===== config.mk =====
export PLATFORM = sky130hd
export DESIGN_NAME = lock_assist_seq
export DESIGN_NICKNAME = d
export VERILOG_FILES = /design/src/rtl/lla_pkg.sv /design/src/rtl/lla_addr_gen.sv /design/src/rtl/lla_verdict.sv /design/src/rtl/lock_assist_seq.sv
export SDC_FILE = /design/constraint.sdc
export NUM_CORES = 1
export LEC_CHECK = 0
export BUFFER_PORTS_ARGS = -buffer_cell sky130_fd_sc_hd__buf_2
export CORE_MARGIN = 2
export CORE_UTILIZATION = 45
export DETAILED_ROUTE_END_ITERATION = 10
export PLACE_DENSITY = 0.76
export SYNTH_ARGS = -nofsm -noshare
export SYNTH_HDL_FRONTEND = slang
export SYNTH_HIERARCHICAL = 1
export SYNTH_SLANG_ARGS = --single-unit
export TNS_END_PERCENT = 1

===== constraint.sdc =====
create_clock -name clk -period 4.6 [get_ports clk]
set_input_delay 0.69 -clock clk [delete_from_list [all_inputs] [get_ports clk]]
set_output_delay 0.69 -clock clk [all_outputs]
set_load 0.03 [all_outputs]

===== src/rtl/lla_pkg.sv =====
package lla_pkg;
  // Bit positions inside the held-lock word
  localparam int LOCAL_HELD_BIT  = 0;
  localparam int SHARED_HELD_BIT = 1;

  typedef enum logic [3:0] {
    S_IDLE,
    S_RD_CB,
    S_RD_HELD,
    S_RD_CPU,
    S_RD_LOCK,
    S_RD_SUSP,
    S_WR_HELD0,
    S_WR_LOCK,
    S_WR_HELD1,
    S_RD_TBL,
    S_RD_NIA
  } seq_state_t;
endpackage


===== src/rtl/lla_addr_gen.sv =====
module lla_addr_gen
  import lla_pkg::*;
#(
  parameter int W        = 32,
  parameter int LOCK_OFS = 128,
  parameter int SUSP_OFS = 132,
  parameter int OBT_OFS  = -16,
  parameter int REL_OFS  = -12
) (
  input  seq_state_t     cur,
  input  logic           rel,
  input  logic [W-1:0]   op1,
  input  logic [W-1:0]   op2,
  input  logic [W-1:0]   mask,
  input  logic [W-1:0]   cb,
  input  logic [W-1:0]   cpu,
  input  logic [W-1:0]   held,
  input  logic [W-1:0]   tbl,
  output logic [W-1:0]   addr,
  output logic           we,
  output logic [W-1:0]   wdata
);
  localparam logic [W-1:0] LOCK_W = W'(LOCK_OFS);
  localparam logic [W-1:0] SUSP_W = W'(SUSP_OFS);
  localparam logic [W-1:0] OBT_W  = W'(OBT_OFS);
  localparam logic [W-1:0] REL_W  = W'(REL_OFS);
  localparam logic [W-1:0] STEP_W = W'(4);
  localparam logic [W-1:0] LBIT_W = W'(1) << LOCAL_HELD_BIT;

  logic [W-1:0] lock_loc;
  logic [W-1:0] entry_ofs;

  assign lock_loc  = (cb + LOCK_W) & mask;
  assign entry_ofs = rel ? REL_W : OBT_W;

  always_comb begin
    addr  = '0;
    we    = 1'b0;
    wdata = '0;
    case (cur)
      S_RD_CB:    addr = op1;
      S_RD_HELD:  addr = op2;
      S_RD_CPU:   addr = (op2 - STEP_W) & mask;
      S_RD_LOCK:  addr = lock_loc;
      S_RD_SUSP:  addr = (cb + SUSP_W) & mask;
      S_WR_HELD0: begin
        addr  = op2;
        we    = 1'b1;
        wdata = held;
      end
      S_WR_LOCK: begin
        addr  = lock_loc;
        we    = 1'b1;
        wdata = rel ? '0 : cpu;
      end
      S_WR_HELD1: begin
        addr  = op2;
        we    = 1'b1;
        wdata = rel ? (held & ~LBIT_W) : (held | LBIT_W);
      end
      S_RD_TBL:   addr = (op2 + STEP_W) & mask;
      S_RD_NIA:   addr = (tbl + entry_ofs) & mask;
      default:    addr = '0;
    endcase
  end
endmodule


===== src/rtl/lla_verdict.sv =====
module lla_verdict
  import lla_pkg::*;
#(
  parameter int W = 32
) (
  input  logic         rel,
  input  logic [1:0]   held_lo,
  input  logic [W-1:0] cpu,
  input  logic [W-1:0] lock,
  input  logic [W-1:0] susp,
  output logic         ok
);
  logic obtain_ok;
  logic release_ok;

  assign obtain_ok  = (lock == '0) && !held_lo[LOCAL_HELD_BIT];
  assign release_ok = (lock == cpu) && held_lo[LOCAL_HELD_BIT] &&
                      !held_lo[SHARED_HELD_BIT] && (susp == '0);
  assign ok = rel ? release_ok : obtain_ok;
endmodule


===== src/rtl/lock_assist_seq.sv =====
module lock_assist_seq
  import lla_pkg::*;
#(
  parameter int W        = 32,
  parameter int LOCK_OFS = 128,
  parameter int SUSP_OFS = 132,
  parameter int OBT_OFS  = -16,
  parameter int REL_OFS  = -12
) (
  input  logic         clk,
  input  logic         rst,
  input  logic         start,
  input  logic         op_release,
  input  logic [W-1:0] opnd1_addr,
  input  logic [W-1:0] opnd2_addr,
  input  logic [W-1:0] cur_ia,
  input  logic [W-1:0] wrap_mask,
  input  logic         priv_ok,
  output logic         mem_req,
  output logic         mem_we,
  output logic [W-1:0] mem_addr,
  output logic [W-1:0] mem_wdata,
  input  logic         mem_ack,
  input  logic [W-1:0] mem_rdata,
  output logic         mem_lock,
  output logic         done,
  output logic         spec_exc,
  output logic         priv_exc,
  output logic         r12_we,
  output logic [W-1:0] r12_val,
  output logic         r13_we,
  output logic [W-1:0] r13_val,
  output logic         branch_taken,
  output logic [W-1:0] new_ia
);
  localparam int ALIGN_BITS = 2;

  seq_state_t   state, nxt;
  logic [W-1:0] op1_q, op2_q, ia_q, mask_q;
  logic         rel_q;
  logic [W-1:0] cb_q, held_q, cpu_q, lock_q, tbl_q;
  logic [W-1:0] ag_addr, ag_wdata;
  logic         ag_we;
  logic [W-1:0] lock_in;
  logic         grant_ok;
  logic         misalign;
  logic         acked;
  logic         accept;

  assign misalign = (|opnd1_addr[ALIGN_BITS-1:0]) | (|opnd2_addr[ALIGN_BITS-1:0]);
  assign acked    = mem_req & mem_ack;
  assign accept   = (state == S_IDLE) & start;
  assign lock_in  = (state == S_RD_LOCK) ? mem_rdata : lock_q;

  lla_addr_gen #(
    .W(W), .LOCK_OFS(LOCK_OFS), .SUSP_OFS(SUSP_OFS),
    .OBT_OFS(OBT_OFS), .REL_OFS(REL_OFS)
  ) u_ag (
    .cur(state), .rel(rel_q), .op1(op1_q), .op2(op2_q), .mask(mask_q),
    .cb(cb_q), .cpu(cpu_q), .held(held_q), .tbl(tbl_q),
    .addr(ag_addr), .we(ag_we), .wdata(ag_wdata)
  );

  lla_verdict #(.W(W)) u_vd (
    .rel(rel_q), .held_lo(held_q[1:0]), .cpu(cpu_q),
    .lock(lock_in), .susp(mem_rdata), .ok(grant_ok)
  );

  // Next-state decision; every memory state advances only on acknowledge
  always_comb begin
    nxt = state;
    case (state)
      S_IDLE:     if (start && priv_ok && !misalign) nxt = S_RD_CB;
      S_RD_CB:    if (acked) nxt = S_RD_HELD;
      S_RD_HELD:  if (acked) nxt = S_RD_CPU;
      S_RD_CPU:   if (acked) nxt = S_RD_LOCK;
      S_RD_LOCK:  if (acked) nxt = rel_q ? S_RD_SUSP :
                                   (grant_ok ? S_WR_HELD0 : S_RD_TBL);
      S_RD_SUSP:  if (acked) nxt = grant_ok ? S_WR_HELD0 : S_RD_TBL;
      S_WR_HELD0: if (acked) nxt = S_WR_LOCK;
      S_WR_LOCK:  if (acked) nxt = S_WR_HELD1;
      S_WR_HELD1: if (acked) nxt = S_IDLE;
      S_RD_TBL:   if (acked) nxt = S_RD_NIA;
      S_RD_NIA:   if (acked) nxt = S_IDLE;
      default:    nxt = S_IDLE;
    endcase
  end

  always_ff @(posedge clk) begin
    if (rst) begin
      state        <= S_IDLE;
      op1_q        <= '0;
      op2_q        <= '0;
      ia_q         <= '0;
      mask_q       <= '0;
      rel_q        <= 1'b0;
      cb_q         <= '0;
      held_q       <= '0;
      cpu_q        <= '0;
      lock_q       <= '0;
      tbl_q        <= '0;
      mem_req      <= 1'b0;
      mem_we       <= 1'b0;
      mem_addr     <= '0;
      mem_wdata    <= '0;
      mem_lock     <= 1'b0;
      done         <= 1'b0;
      spec_exc     <= 1'b0;
      priv_exc     <= 1'b0;
      r12_we       <= 1'b0;
      r12_val      <= '0;
      r13_we       <= 1'b0;
      r13_val      <= '0;
      branch_taken <= 1'b0;
      new_ia       <= '0;
    end else begin
      state        <= nxt;
      done         <= 1'b0;
      spec_exc     <= 1'b0;
      priv_exc     <= 1'b0;
      r12_we       <= 1'b0;
      r13_we       <= 1'b0;
      branch_taken <= 1'b0;

      // Accept: capture operands, screen privilege then alignment
      if (accept) begin
        op1_q  <= opnd1_addr;
        op2_q  <= opnd2_addr;
        ia_q   <= cur_ia;
        mask_q <= wrap_mask;
        rel_q  <= op_release;
        if (!priv_ok) begin
          done     <= 1'b1;
          priv_exc <= 1'b1;
        end else if (misalign) begin
          done     <= 1'b1;
          spec_exc <= 1'b1;
        end else begin
          mem_lock <= 1'b1;
        end
      end

      // Request issue: one access per state, held until acknowledged
      if (state != S_IDLE) begin
        if (!mem_req) begin
          mem_req   <= 1'b1;
          mem_addr  <= ag_addr;
          mem_we    <= ag_we;
          mem_wdata <= ag_wdata;
        end else if (mem_ack) begin
          mem_req <= 1'b0;
          mem_we  <= 1'b0;
        end
      end

      // Read data capture
      if (acked) begin
        case (state)
          S_RD_CB:   cb_q   <= mem_rdata;
          S_RD_HELD: held_q <= mem_rdata;
          S_RD_CPU:  cpu_q  <= mem_rdata;
          S_RD_LOCK: lock_q <= mem_rdata;
          S_RD_TBL:  tbl_q  <= mem_rdata;
          default:   ;
        endcase
      end

      // Completion
      if (acked && state == S_WR_HELD1) begin
        done     <= 1'b1;
        r13_we   <= 1'b1;
        r13_val  <= '0;
        mem_lock <= 1'b0;
      end
      if (acked && state == S_RD_NIA) begin
        done         <= 1'b1;
        r12_we       <= 1'b1;
        r12_val      <= ia_q;
        r13_we       <= 1'b1;
        r13_val      <= mem_rdata;
        branch_taken <= 1'b1;
        new_ia       <= mem_rdata;
        mem_lock     <= 1'b0;
      end
    end
  end
endmodule


* Word level (Yosys, flattened, before mapping)
Cells that the tools add are included.
** Word-level totals
- Register bits :: 461
- Input bits :: 166
- Output and inout bits :: 169
** Operators by class
- Add/sub/neg operators :: 5
- Equality and inequality tests :: 22
- Mux-type cells :: 36
- Bitwise gates (word level) :: 12
- Reductions and logical operators :: 33
** Operators by type and width (count)
- $pmux 32 s7 :: 1
- $and 32x32->32 :: 5
- $mux 32 :: 4
- $pmux 32 s3 :: 1
- $add 32x8->32 const B :: 2
- $logic_not 32->1 :: 2
- $mux 4 :: 12
- $pmux 4 s10 :: 1
- $add 32x3->32 const B :: 1
- $add 32x32->32 :: 1
- $eq 32x32->1 :: 1
- $sub 32x3->32 const B :: 1
- $eq 4x3->1 const B :: 4
- $mux 1 :: 16
- $ne 2x2->1 const B :: 8
- $eq 4x4->1 const B :: 3
- $reduce_and 2->1 :: 6
- $reduce_or 3->1 :: 4
- $reduce_and 10->1 :: 1
- $reduce_or 2->1 :: 5
- $eq 4x2->1 const B :: 2
- $logic_and 1x1->1 :: 8
- $ne 2x1->1 const B :: 3
- $eq 4x1->1 const B :: 1
- other kinds (9) :: 15

* Longest topological paths before layout
- Word-level depth :: 11
- Depth in mapped cells :: 15
- Gate-level depth less buffers :: 13

* Hierarchy
The synthesis kept the hierarchy.
** By module, submodules not included
- lock_assist_seq :: instances 1, cells an instance 2037, area an instance 16459.5 um2
- lla_addr_gen :: instances 1, cells an instance 773, area an instance 5061.1 um2
- lla_verdict :: instances 1, cells an instance 70, area an instance 530.5 um2

* Worst setup path after synthesis
Ideal clock, no wire load.
- Kind :: reg-to-reg
- From :: register state[2]
- To :: register mem_addr[25]
- Library setup time :: 0.132 ns
- Arrival time :: 3.422 ns
- Path slack :: 1.046 ns
- Cell stages (with the launch flop) :: 15
- Period minus slack after synthesis :: 3.554 ns
- Cells stage by stage :: dfxtp_1 -> nand2b_1 -> nor2_1 -> inv_1 -> ha_1 -> clkbuf_1 -> a21o_1 -> a21o_1 -> a21o_1 -> a2bb2oi_1 -> a211oi_1 -> or3_1 -> and3_1 -> nand2_1 -> a21oi_1
** Between the ends
- Longest elaborated chain between the ends :: 3
- Elaborated cells between the ends (all ways) :: 15
- Classes of those cells :: eq/ne (10); mux (1); reduce/logical (4)
** Ends and longest elaborated chain
- start: declaration :: line lock_assist_seq.sv:38 : seq_state_t state, nxt;
- start signal: assignment :: line lock_assist_seq.sv:117 : state <= nxt;
- $eq 4x4->1, or another cell as far along :: line lla_addr_gen.sv:40 : case (cur)
- $reduce_or 3->1 (no line) / $reduce_or 2->1 (equally long branches)
- $pmux 32 s7 * :: line lla_addr_gen.sv:40
- via ag_addr[25] :: line lock_assist_seq.sv:42 : logic [W-1:0] ag_addr, ag_wdata;
- end signal: assignment :: line lock_assist_seq.sv:147 : mem_addr <= ag_addr;
- end: declaration :: line lock_assist_seq.sv:21 : output logic [W-1:0] mem_addr,
The timed path passes the listed nets; every way through them passes the cells marked *.
A chain may end at the register's enable or synchronous reset.

* Worst setup path after layout
- From :: register state[1]
- To :: register mem_addr[28]
The elaborated chain is that of the path after synthesis.

==> results.yml <==
clocking:
  cts_root_buf: "clkbuf_16"
  clock_latency_ns: 0.61
  cts_sinks: 461
  path_clk_slew_ns: 0.06
  htreeDepth: 2
  clockBufferDepth: 3
  post_cts_buffers: 0
  cts.repair.resized: 0
  cts_tree: "yes"
  numCtsBuffers: 49
  holdBufCountCts: 0
synthesis:
  ys_types: 81
  synthArstFlopShare_pct: 0
  ys.flop_type: "dfxtp_1"
  synth_area_leaders: "dfxtp_1 42%, nand2_1 15%, a21oi_1 11%"
  synth_top_area_cell: "dfxtp_1"
  ys_ff_latch: 461
  synthDominantCellAreaShare_pct: 41.9
  synthCells: 2880
  avgSynthCellArea_um2: 7.66
  syn_nets: 3085
  netlist_area_um2: 22100
  yosys_warnings: 6
  synth_enable_flop_cells: 0
  yosysSeqAreaShare_pct: 41.9
cells_and_area:
  final_area_um2: 25600
  final_cell_mix: "904 x nand2_1, 467 x a21oi_1, 461 x dfxtp_1"
  final_common_cell: "nand2_1"
  final_util_pct: 52.7
  fillers: 4744
  seq_area_um2: 9230
  final_nets: 3279
  area_delta_synth_final_pct: 16.2
  drive_above_1_share_pct: 17.1
  multiInputGateArea_um2: 11800
critical_path:
  worstSetupPathDepth: 14
  critPathBufInv: 2
  critPathKind: "reg -> reg"
  crit_chain: "nand2b_1, nor2_1, inv_1, buf_4, fa_1, nand3_1, a211oi_1, o211ai_1, a2111oi_0, o211ai_1, and3_1, nor3_1, nand2_1, a21oi_1"
  worstPathArrival_ns: 4.76
  cp-start-kind: "flip-flop"
  crit_fanout: 23
  critPathMaxStageDelay_ns: 0.80
  slowest_stage: "a2111oi_0"
  ff2ff_path_depth: 14
  end_kind: "flip-flop"
  crit_top_cell: "o211ai_1"
  required_ns: 5.12
  critPathTopFamily: "compound AO/OA/AOI/OAI gates"
detailed_routing:
  drc: 0
  dr.first_iter.drc_count: 1892
  dr_total_vias: 21500
  via_per_inst: 5.76
  dr.pass1.iters: 5
  ant_nets: 0
  wl_per_cell_um: 19.6
  totalWireLength_mm: 73.2
global_routing:
  gr-max-usage-layer: "met2"
  grt.met2_usage_pct: 44.9
  use_met1_pct: 37.7
  grt_pass1_vias: 19400
  grt_util_met3_pct: 4.80
  track_usage_pct: 27.7
  grt_max_degree: 175
  grt_overflow_total: 0
  grt_pass1_wl_mm: 111
  antenna_found_initial: 5
placed_design:
  hpwl_mm: 49.9
  place_area_um2: 23900
  place.gp.congestion: 0.936
  io_buffer_count: 334
die:
  core.rowCount: 81
  io-pin-count: 335
  die-area_um2: 50800
  die_h_um: 225
  coreArea_um2: 48600
  start_util_pct: 45.3
  die-width_um: 225
run:
  drv_cap: 0
pwr:
  leakagePower_nw: 9.85
  power.total_mw: 12.1
  pwr_density_cell_nw_per_um2: 471
  ir_drop_mv: 0.275
timing:
  hold_slack_ns: 0.320
  report.final.slew_viol_count: 0
  setup_tns_ns: 0
  setup_violations: 0
  maxSlewHeadroom_pct: 18.3
  tightest_slew_ns: 1.23
  hold_viol_final: 0
  final.setup_skew_ns: 0.0245
  max_freq_mhz: 236
  fin_crit_ns: 4.24
  rsz0062_at_grt: "no"
  fin_crit_sh_pct: 92.2
run_status:
  outcome: "finished, final reports clean"
min_path:
  hold_path_depth: 3
  min_path_type: "in -> reg"
==> per-layer routing <==
layer / share of wire (%) / wire length [µm]
met4: 2.4 / 1750
met5: 0.018 / 13
met2: 46 / 34000
met3: 7.7 / 5660
met1: 43 / 31800
==> synth_stat cells, types with 22 or more instances <==
cell type	instances
xnor2_1	68
nand3_1	38
clkbuf_1	168
dfxtp_1	461
ha_1	38
nor2_1	72
nand2_1	905
a22oi_1	29
nor4_1	29
nor3_1	43
o21ai_0	52
a22o_1	72
mux2_2	30
buf_2	28
a31oi_1	22
nand4_1	24
a21oi_1	469
==> metrics by stage <==
| step | worst slack, ns | instances |
|---|---|---|
| after floorplan | 1.05 | 2880 |
| after global placement | 0.483 | 3645 |
| after detailed placement | 0.407 | 3645 |
| after CTS | 0.379 | 3734 |
| after global routing | 0.0665 | 3737 |
| final | 0.357 | 3738 |
==> power breakdown <==
part	total, mW	internal, mW	switching [mW]	leakage, nW
registers	4.48	4.27	0.218	3.73
clock network	4.30	2.59	1.72	0.859
logic	3.27	1.03	2.24	5.26
total	12.1	7.88	4.18	9.85
==> worst paths after layout <==
kind,startpoint,end,slack [ns]
worst max-delay path,state[1]$_SDFFE_PP0P_,mem_addr[28]$_SDFFE_PP0P_,0.36
worst min-delay path,opnd1_addr[14],op1_q[14]$_SDFFE_PP0P_,0.32
worst max register to register,state[1]$_SDFFE_PP0P_,mem_addr[28]$_SDFFE_PP0P_,0.36
worst min register to register,new_ia[31]$_SDFFE_PP0N_,new_ia[31]$_SDFFE_PP0N_,0.45
==> cell families (layout without fill, tap and decap cells) <==
logic type      after synthesis  after routing  synth area share [%]
mux                          37             37                  1.86
simple gates               1214           1214                  23.7
compound gates              793            793                  21.7
xor+xnor                     87             87                  3.46
other cells                   0              4                     0
buf+inv                     249            481                  5.18
flops                       461            461                  41.9
fa+ha+maj                    39             39                  2.25
==> layout make-up <==
cell class / instances / area share, %
multi-input cells: 2170 / 46.0
clock buffers: 66 / 5.43
repair buffers: 374 / 7.83
inverters: 18 / 0.264
well taps: 622 / 3.04
clock inverters: 23 / 1.41
flip-flops and latches: 461 / 36.0
diodes: 4 / 0.0391
==> worst register-to-register path: cells and delay by family (launching register included) <==
| kind | cells | cell delay (ns) |
|---|---|---|
| compound gates | 5 | 1.84 |
| fa+ha+maj | 1 | 0.24 |
| buf+inv | 2 | 0.96 |
| flops | 1 | 0.32 |
| simple gates | 6 | 0.83 |
(Power assumes the default switching activity.)
